--- src/rtl/i2c_byte_tx.sv ---
module i2c_byte_tx #(
  parameter int HALF_CYCLES = 8,
  parameter int DW          = 8
) (
  input  logic          clk,
  input  logic          rst_n,
  input  logic          data_we,
  input  logic [DW-1:0] data_wdata,
  input  logic          ctrl_we,
  input  logic [4:0]    ctrl_wdata,
  output logic [3:0]    ctrl_q,
  output logic          tx_empty,
  output logic          ack_seen,
  output logic          nack_seen,
  output logic          irq,
  output logic          scl_oe,
  output logic          sda_oe,
  input  logic          sda_in
);
  localparam int CW = (HALF_CYCLES > 1) ? $clog2(HALF_CYCLES) : 1;
  localparam int BW = $clog2(DW);

  typedef enum logic [3:0] {
    ST_IDLE, ST_START, ST_LOW, ST_HIGH, ST_ACK_LOW, ST_ACK_HIGH, ST_NEXT,
    ST_NHOLD, ST_STOP_LOW, ST_STOP_HIGH, ST_STOP_DONE, ST_RS_LOW, ST_RS_HIGH
  } state_t;

  state_t        state;
  logic [CW-1:0] cnt;
  logic [BW-1:0] bit_idx;
  logic [DW-1:0] data_q, shift_q;
  logic          en_q, txie_q, start_q, stop_q, empty_q, ack_q, nack_q;
  logic          timed, half_done;

  assign timed = state inside {ST_START, ST_LOW, ST_HIGH, ST_ACK_LOW, ST_ACK_HIGH,
                               ST_STOP_LOW, ST_STOP_HIGH, ST_STOP_DONE, ST_RS_LOW, ST_RS_HIGH};
  assign half_done = timed && (cnt == CW'(HALF_CYCLES - 1));

  assign scl_oe = state inside {ST_LOW, ST_ACK_LOW, ST_NEXT, ST_NHOLD, ST_STOP_LOW, ST_RS_LOW};
  assign sda_oe = ((state inside {ST_LOW, ST_HIGH}) && !shift_q[DW-1]) ||
                  (state inside {ST_START, ST_STOP_LOW, ST_STOP_HIGH});

  assign ctrl_q    = {stop_q, start_q, txie_q, en_q};
  assign tx_empty  = empty_q;
  assign ack_seen  = ack_q;
  assign nack_seen = nack_q;
  assign irq       = en_q && ((txie_q && empty_q) || nack_q);

  always_ff @(posedge clk or negedge rst_n) begin
    if (!rst_n) begin
      state   <= ST_IDLE;
      cnt     <= '0;
      bit_idx <= '0;
      data_q  <= '0;
      shift_q <= '0;
      en_q    <= 1'b0;
      txie_q  <= 1'b0;
      start_q <= 1'b0;
      stop_q  <= 1'b0;
      empty_q <= 1'b1;
      ack_q   <= 1'b0;
      nack_q  <= 1'b0;
    end else begin
      cnt <= (!en_q || !timed || half_done) ? '0 : cnt + 1'b1;
      if (!en_q) begin
        state <= ST_IDLE;
      end else begin
        case (state)
          ST_IDLE:
            if (stop_q) stop_q <= 1'b0;
            else if (start_q && !empty_q) state <= ST_START;
          ST_START:
            if (half_done) begin
              shift_q <= data_q;
              start_q <= 1'b0;
              bit_idx <= '0;
              state   <= ST_LOW;
            end
          ST_LOW:
            if (half_done) state <= ST_HIGH;
          ST_HIGH:
            if (half_done) begin
              if (bit_idx == '0) empty_q <= 1'b1;
              if (bit_idx == BW'(DW - 1)) begin
                state <= ST_ACK_LOW;
              end else begin
                shift_q <= shift_q << 1;
                bit_idx <= bit_idx + 1'b1;
                state   <= ST_LOW;
              end
            end
          ST_ACK_LOW:
            if (half_done) state <= ST_ACK_HIGH;
          ST_ACK_HIGH:
            if (half_done) begin
              if (!sda_in) begin
                ack_q <= 1'b1;
                state <= ST_NEXT;
              end else begin
                ack_q  <= 1'b0;
                nack_q <= 1'b1;
                state  <= ST_NHOLD;
              end
            end
          ST_NEXT:
            if (stop_q) state <= ST_STOP_LOW;
            else if (start_q && !empty_q) state <= ST_RS_LOW;
            else if (!empty_q) begin
              shift_q <= data_q;
              bit_idx <= '0;
              state   <= ST_LOW;
            end
          ST_NHOLD:
            if (stop_q && empty_q) state <= ST_STOP_LOW;
          ST_STOP_LOW:
            if (half_done) state <= ST_STOP_HIGH;
          ST_STOP_HIGH:
            if (half_done) state <= ST_STOP_DONE;
          ST_STOP_DONE:
            if (half_done) begin
              stop_q <= 1'b0;
              nack_q <= 1'b0;
              state  <= ST_IDLE;
            end
          ST_RS_LOW:
            if (half_done) state <= ST_RS_HIGH;
          ST_RS_HIGH:
            if (half_done) state <= ST_START;
          default: state <= ST_IDLE;
        endcase
      end
      if (ctrl_we) begin
        en_q    <= ctrl_wdata[0];
        txie_q  <= ctrl_wdata[1];
        start_q <= ctrl_wdata[2];
        stop_q  <= ctrl_wdata[3];
        if (ctrl_wdata[4]) empty_q <= 1'b1;
      end
      if (data_we) begin
        data_q  <= data_wdata;
        empty_q <= 1'b0;
      end
    end
  end

  AST_OFF_NO_DRIVE: assert property (@(posedge clk) disable iff (!rst_n)
    (!en_q && !$past(en_q)) |-> (!scl_oe && !sda_oe)) else $error("off drive");

  AST_START_SELF_CLEAR: assert property (@(posedge clk) disable iff (!rst_n)
    ($fell(start_q) && !$past(ctrl_we)) |-> (state == ST_LOW && bit_idx == '0)) else $error("start clr");

  AST_EMPTY_AFTER_FIRST_BIT: assert property (@(posedge clk) disable iff (!rst_n)
    ($rose(empty_q) && !$past(ctrl_we)) |-> (state == ST_LOW && bit_idx == BW'(1))) else $error("empty");

  AST_NACK_HOLD: assert property (@(posedge clk) disable iff (!rst_n)
    $rose(nack_q) |-> (!ack_q && state == ST_NHOLD && scl_oe)) else $error("nack");

  AST_STOP_SELF_CLEAR: assert property (@(posedge clk) disable iff (!rst_n)
    ($fell(stop_q) && !$past(ctrl_we)) |-> (state == ST_IDLE && !nack_q)) else $error("stop clr");

  AST_SDA_STABLE_HIGH: assert property (@(posedge clk) disable iff (!rst_n)
    (state == ST_HIGH && $past(state) == ST_HIGH) |-> $stable(sda_oe)) else $error("sda moved");
endmodule

--- config.mk ---
export PLATFORM = sky130hd
export DESIGN_NAME = i2c_byte_tx
export DESIGN_NICKNAME = d
export VERILOG_FILES = /design/src/rtl/i2c_byte_tx.sv
export SDC_FILE = /design/constraint.sdc
export NUM_CORES = 1
export LEC_CHECK = 0
export BUFFER_PORTS_ARGS = -buffer_cell sky130_fd_sc_hd__buf_2
export CORE_MARGIN = 5
export CORE_UTILIZATION = 35
export CTS_CLUSTER_DIAMETER = 150
export DETAILED_ROUTE_END_ITERATION = 6
export HOLD_SLACK_MARGIN = 0.06
export SETUP_SLACK_MARGIN = 0.05
export SYNTH_ARGS = -nofsm -noshare
export SYNTH_HDL_FRONTEND = slang
export SYNTH_SLANG_ARGS = --single-unit
export TNS_END_PERCENT = 100
--- constraint.sdc ---
create_clock -name clk -period 1.8 [get_ports clk]
set_input_delay 0.09 -clock clk [delete_from_list [all_inputs] [get_ports clk]]
set_output_delay 0.09 -clock clk [all_outputs]
set_load 0.02 [all_outputs]
==> results of run 1 <==
==> registers in the layout, indices dropped and copies added (netlist names) <==
name and flops:
cnt 3, nack_seen 1, txie_q 1, bit_idx 3
data_q 8, state 4, start_q 1, shift_q 8
tx_empty 1, ack_seen 1, stop_q 1, en_q 1
==> layout make-up <==
class	instances	area [um2]
clock buffer	6	82.58
clock inverter	2	37.54
fill	477	2471
inverter	10	37.54
multi-input combinational	116	1007
sequential	33	829.5
tap	70	87.58
timing repair buffer	77	586.8
==> power groups by stage <==
stage,logic (uW),clock network [uW],registers [uW]
after floorplan,573,0,863
after global placement,940,0,874
after detailed placement,952,0,875
after CTS,982,751,863
after global routing,1150,786,871
final,1070,736,863
==> per-layer routing <==
metal | track usage | routed length (um) | vias up
met5 | 0 | 0 | -
met4 | 0.05795 | 81 | 0
met3 | 0.03564 | 137 | 7
met2 | 0.2216 | 2239 | 24
met1 | 0.1628 | 2115 | 735
li1 | - | - | 747
==> metrics by stage <==
stage                     cells  hold WS [ns]  area [um2]
after global routing        314       0.09850        2669
final                       314       0.08517        2669
after CTS                   311       0.08517        2579
after floorplan             172       -0.2056        1911
after detailed placement    288        0.1936        2302
after global placement      288        0.1875        2302
==> timing repair <==
action | in CTS | in global routing
hold endpoints to repair | 45 | 0
setup buffers | 1 | 2
endpoints found under the setup margin | 16 | 17
hold buffers | 14 | 0
pin swaps | 1 | 3
gates cloned | 0 | 1
resized for setup | 4 | 18
==> synthesized netlist by cell type, drive strengths merged <==
cell     instances
a211oi           1
nor2            14
dfrtp           32
a311oi           1
nor4             3
a32o             1
nand3b           1
mux2            28
o211a            1
and3b            1
and2             2
nand2b           3
o211ai           2
nand3            1
buf              9
or3b             1
dfstp            1
a2111oi          1
nor3             1
nand2           11
o311ai           1
a21boi           3
a311o            1
a221oi           3
mux2i            5
a21oi            7
clkbuf           4
ha               5
a21o             2
o31ai            1
a22o             1
and3             1
nor3b            1
o21ai            6
inv             10
nor2b            6
==> final timing paths <==
path,start,end
max,bit_idx[0],shift_q[7]
min,ctrl_wdata[4],tx_empty
max reg2reg,bit_idx[0],shift_q[7]
min reg2reg,cnt[0],cnt[0]
max in group asynchronous,rst_n,state[1]
min in group asynchronous,rst_n,shift_q[4]
==> cell families after synthesis <==
group                      Yosys count  share of synthesized area
adders and majority gates            5                    0.03360
buffers and inverters               23                    0.06317
AOI/OAI and AO/OA                   32                     0.1344
DFF                                 33                     0.4442
muxes                               33                     0.2003
and+or+nand+nor                     46                     0.1243
==> worst register-to-register path, delay by kind of cell, from the launching register on <==
kind | cells | cell delay, ns
muxes | 1 | 0.30
AOI/OAI and AO/OA | 2 | 0.52
buffers and inverters | 1 | 0.18
adders and majority gates | 2 | 0.35
DFF | 1 | 0.39
==> flow_summary.ini, run 1 <==
[status]
outcome = finished with violations
violations = setup timing

[placed_design]
io_buffers = 27
place_congestion = 0.8223
pre_cts_ws_ns = -0.07423
place_hpwl_um = 3116

[layout]
antennaDiodeCount = 0
layout-drive-gt1-share = 0.4836
utilization = 0.5192
final_common_cell = dfrtp_1
final_nets = 266
syn_to_final_growth_pct = 43.35
final_cell_mix = dfrtp_1, buf_4, buf_2

[detailed_routing]
firstDrtPassIters = 4
drt_iter0_markers = 41
wl_per_cell_um = 14.57
drc_errors = 0
ant_nets = 0
dr_total_vias = 1513
vias_per_cell = 4.818
routed_wl_um = 4574

[grt]
grt_pass1_vias = 1588
grt_max_degree = 34
grt_pass1_wl_um = 7431
track_usage = 0.1337
antenna_found_initial = 0
grt-ovfl-total = 0

[power_and_ir_drop]
pwr-share-comb = 0.401
switching_share = 0.3197
p_seq_frac = 0.323
total_power_uw = 2669
power.leakage_uw = 0.001245
p_per_area_nw_per_um2 = 1000
vdd_drop_max_mv = 0.8873
power_frac_clock = 0.276
internal-power_uw = 1816
switching_power_uw = 853.5

[floorplanning]
fp.dieW_um = 82.94
die-area_um2 = 6878
io_pins = 28
die_y_um = 82.94
placement_rows = 26
core-area_um2 = 5140
start_util = 0.3622

[yosys]
synth.yosys.seq_area_share = 0.4442
synth_area_leaders = dfrtp_1, mux2_2, mux2_1
ys_warn_count = 0
syn-num-nets = 195
synthDistinctLibCells = 44
syn_avg_cell_area_um2 = 10.82
netlist_area_um2 = 1862
synth-seq-cells = 33
postSynthCellCount = 172
synth_largest_area_cell = dfrtp_1
yosysTopAreaCellShare = 0.4301

[timing]
drv_slew = 0
tightest_slew_ns = 0.7320
grt_setup_unrepaired = yes
skew_ns = 0.01277
fin_crit_ns = 1.857
fin_setup_tns_ns = -0.4823
finalHoldViolCount = 0
clock.fmax_mhz = 538.6
worst_slack_ns = -0.05683
relSlewSlack = 0.5120
fin_crit_sh = 1.032
setup_viol = 9

[worst_setup_path]
cp.required_ns = 1.98
crit_chain = ha_2 > ha_4 > a22o_1 > a221oi_4 > buf_6 > mux2_4
r2r_slack_ns = -0.06
crit_buf_inv = 1
crit_slowest_cell = dfrtp_1
path_depth = 6
critPathMaxFanout = 5
max_stage_delay_ns = 0.39
worstSetupPathType = reg -> reg
cp-end-kind = flip-flop
critPathArrivalTime_ns = 2.04
startpoint_type = flip-flop
crit_family = compound AO/OA/AOI/OAI gates
rr_worst_depth = 6

[run]
timing.max_cap.violations = 0

[min_path]
hold_path_depth = 3
min_path_type = in -> reg

[clocking]
clock_path_buffers = 2
cts-htree-levels = 2
cts_inserted_buffers = 5
clk_latency_ns = 0.29
cts.clk_slew.worst_paths_ns = 0.08
clockRootBuffer = clkbuf_8
cts_tree = built
cts.sinks = 33
No activity file was read; power rests on OpenSTA's default activity.
==> run 2, diff against run 1 <==
--- a/config.mk
+++ b/config.mk
@@ -11,6 +11,7 @@
 export CTS_CLUSTER_DIAMETER = 150
 export DETAILED_ROUTE_END_ITERATION = 6
 export HOLD_SLACK_MARGIN = 0.06
+export PLACE_DENSITY = 0.62
 export SETUP_SLACK_MARGIN = 0.05
 export SYNTH_ARGS = -nofsm -noshare
 export SYNTH_HDL_FRONTEND = slang
==> run 2 against run 1 <==
Net effect: maximum frequency about the same; highest routed layer unchanged; die area unchanged; final cell count increased by 0.64%; sequential power increased by 0.7%; via count increased by 0.53%; count of clock-buffer cells in the layout decreased by 1; critical endpoint is now bit_idx[0]; utilization about the same; combinational power decreased by 5%; largest power group unchanged; clock power decreased by 2%; the run still ends with setup timing left.
==> flow_summary.ini, run 2 (synthesis gave the netlist of run 1 again) <==
[timing]
relSlewSlack = 0.5125
drv_slew = 0
fin_hold_ws_ns = 0.07826
worst_slack_ns = -0.05498
tightest_slew_ns = 0.7312
finalHoldViolCount = 0
fin_setup_tns_ns = -0.4197
skew_ns = 0.005212
clock.fmax_mhz = 539.1
fin_crit_ns = 1.855
setup_viol = 12
fin_crit_sh = 1.031
grt_setup_unrepaired = yes

[min_path]
min_path_type = in -> reg
hold_path_depth = 3
worstHoldStart = ctrl_wdata[4]
hold_end = tx_empty

[floorplanning]
core-area_um2 = 5140
fp.dieW_um = 82.94
io_pins = 28
placement_rows = 26
die-area_um2 = 6878
die_y_um = 82.94
start_util = 0.3622

[layout]
fillers = 481
multi_input_area_um2 = 1017
layout-drive-gt1-share = 0.4837
final_common_cell = buf_4
fin_area_um2 = 2668
regArea_um2 = 829.5
syn_to_final_growth_pct = 43.28
final_cell_mix = buf_4, dfrtp_1, buf_2
final_nets = 268
top_regs = data_q x8, shift_q x8, state x4
antennaDiodeCount = 0

[worst_setup_path]
rr_worst_depth = 6
worstSetupPathType = reg -> reg
r2r_slack_ns = -0.05
startpoint_type = flip-flop
cp-end-kind = flip-flop
critPathMaxFanout = 10
critPathArrivalTime_ns = 2.04
r2r_end = bit_idx[0]
cp.required_ns = 1.98
r2r_start = bit_idx[0]

[power_and_ir_drop]
p_per_area_nw_per_um2 = 978.4
vdd_drop_max_mv = 0.6446
power.leakage_uw = 0.001252
total_power_uw = 2610

[grt]
grt_pass1_wl_um = 7355
grt_max_degree = 34
track_usage = 0.1307
grt_pass1_vias = 1526
grt-ovfl-total = 0
antenna_found_initial = 0

[clocking]
cts_tree = built
cts_inserted_buffers = 5
clockRootBuffer = clkbuf_8
clk_latency_ns = 0.29
cts.sinks = 33
clock_path_buffers = 2
cts.clk_slew.worst_paths_ns = 0.08
cts-htree-levels = 2

[detailed_routing]
wl_met1_um = 2030
dr_wl_met2_um = 2025
drc_errors = 0
vias_per_cell = 4.813
drt_iter0_markers = 57
top_layer = met4
routed_wl_um = 4272
met3_length_um = 132
wl_per_cell_um = 13.52
dr_total_vias = 1521
firstDrtPassIters = 4
ant_nets = 0

[status]
outcome = finished with violations
violations = setup timing

[placed_design]
place_hpwl_um = 3037
io_buffers = 27
place_area_um2 = 2317
pre_cts_ws_ns = -0.09150
place_congestion = 0.8659

[run]
timing.max_cap.violations = 0
-- run 2: per-layer routing --
layer | vias up | GRT usage
met1 | 733 | 0.1759
met2 | 28 | 0.2063
met4 | 0 | 0.05349
li1 | 751 | -
met3 | 9 | 0.02376
met5 | - | 0
-- run 2: how the worst max path moves through the flow --
stage | start | endpoint | slack, ns
floorplan | bit_idx[0] | shift_q[0] | -0.05
global route | bit_idx[1] | bit_idx[0] | -0.13
CTS | bit_idx[0] | bit_idx[0] | -0.07
global placement | state[0] | bit_idx[0] | -0.07
detailed placement | state[0] | shift_q[5] | -0.09
finish | bit_idx[0] | bit_idx[0] | -0.05
-- run 2: critical path, stage by stage (launching register included) --
cell,delay (ns)
dfrtp_1,0.39
ha_2,0.20
ha_4,0.16
a22o_1,0.21
a221oi_2,0.25
buf_6,0.21
mux2_1,0.32
-- run 2: final cells by class --
type / count / area share
well taps: 70 / 0.03283
multi-input cells: 116 / 0.3813
inverters: 10 / 0.01407
repair buffers: 79 / 0.2176
clock buffers: 5 / 0.02580
flip-flops and latches: 33 / 0.3110
clock inverters: 3 / 0.01735
-- run 2: power by group --
| group | switching [uW] | leakage (uW) | internal (uW) |
|---|---|---|---|
| Clock | 306 | 0.0000543 | 414 |
| Sequential | 63.7 | 0.000421 | 805 |
| Combinational | 491 | 0.000777 | 529 |
-- run 2: what timing repair did --
action / 4_1_cts / 5_1_grt
pin swaps: 2 / 3
endpoints found under the hold margin: 45 / 0
hold buffers: 14 / 0
resized for setup: 8 / 5
setup buffers: 4 / 0
setup endpoints to repair: 17 / 20
-- run 2: stage by stage --
| stage | std cells | util |
|---|---|---|
| global placement | 290 | 0.4508 |
| global route | 316 | 0.5190 |
| finish | 316 | 0.5190 |
| floorplan | 172 | - |
| CTS | 316 | 0.5136 |
| detailed placement | 290 | 0.4508 |
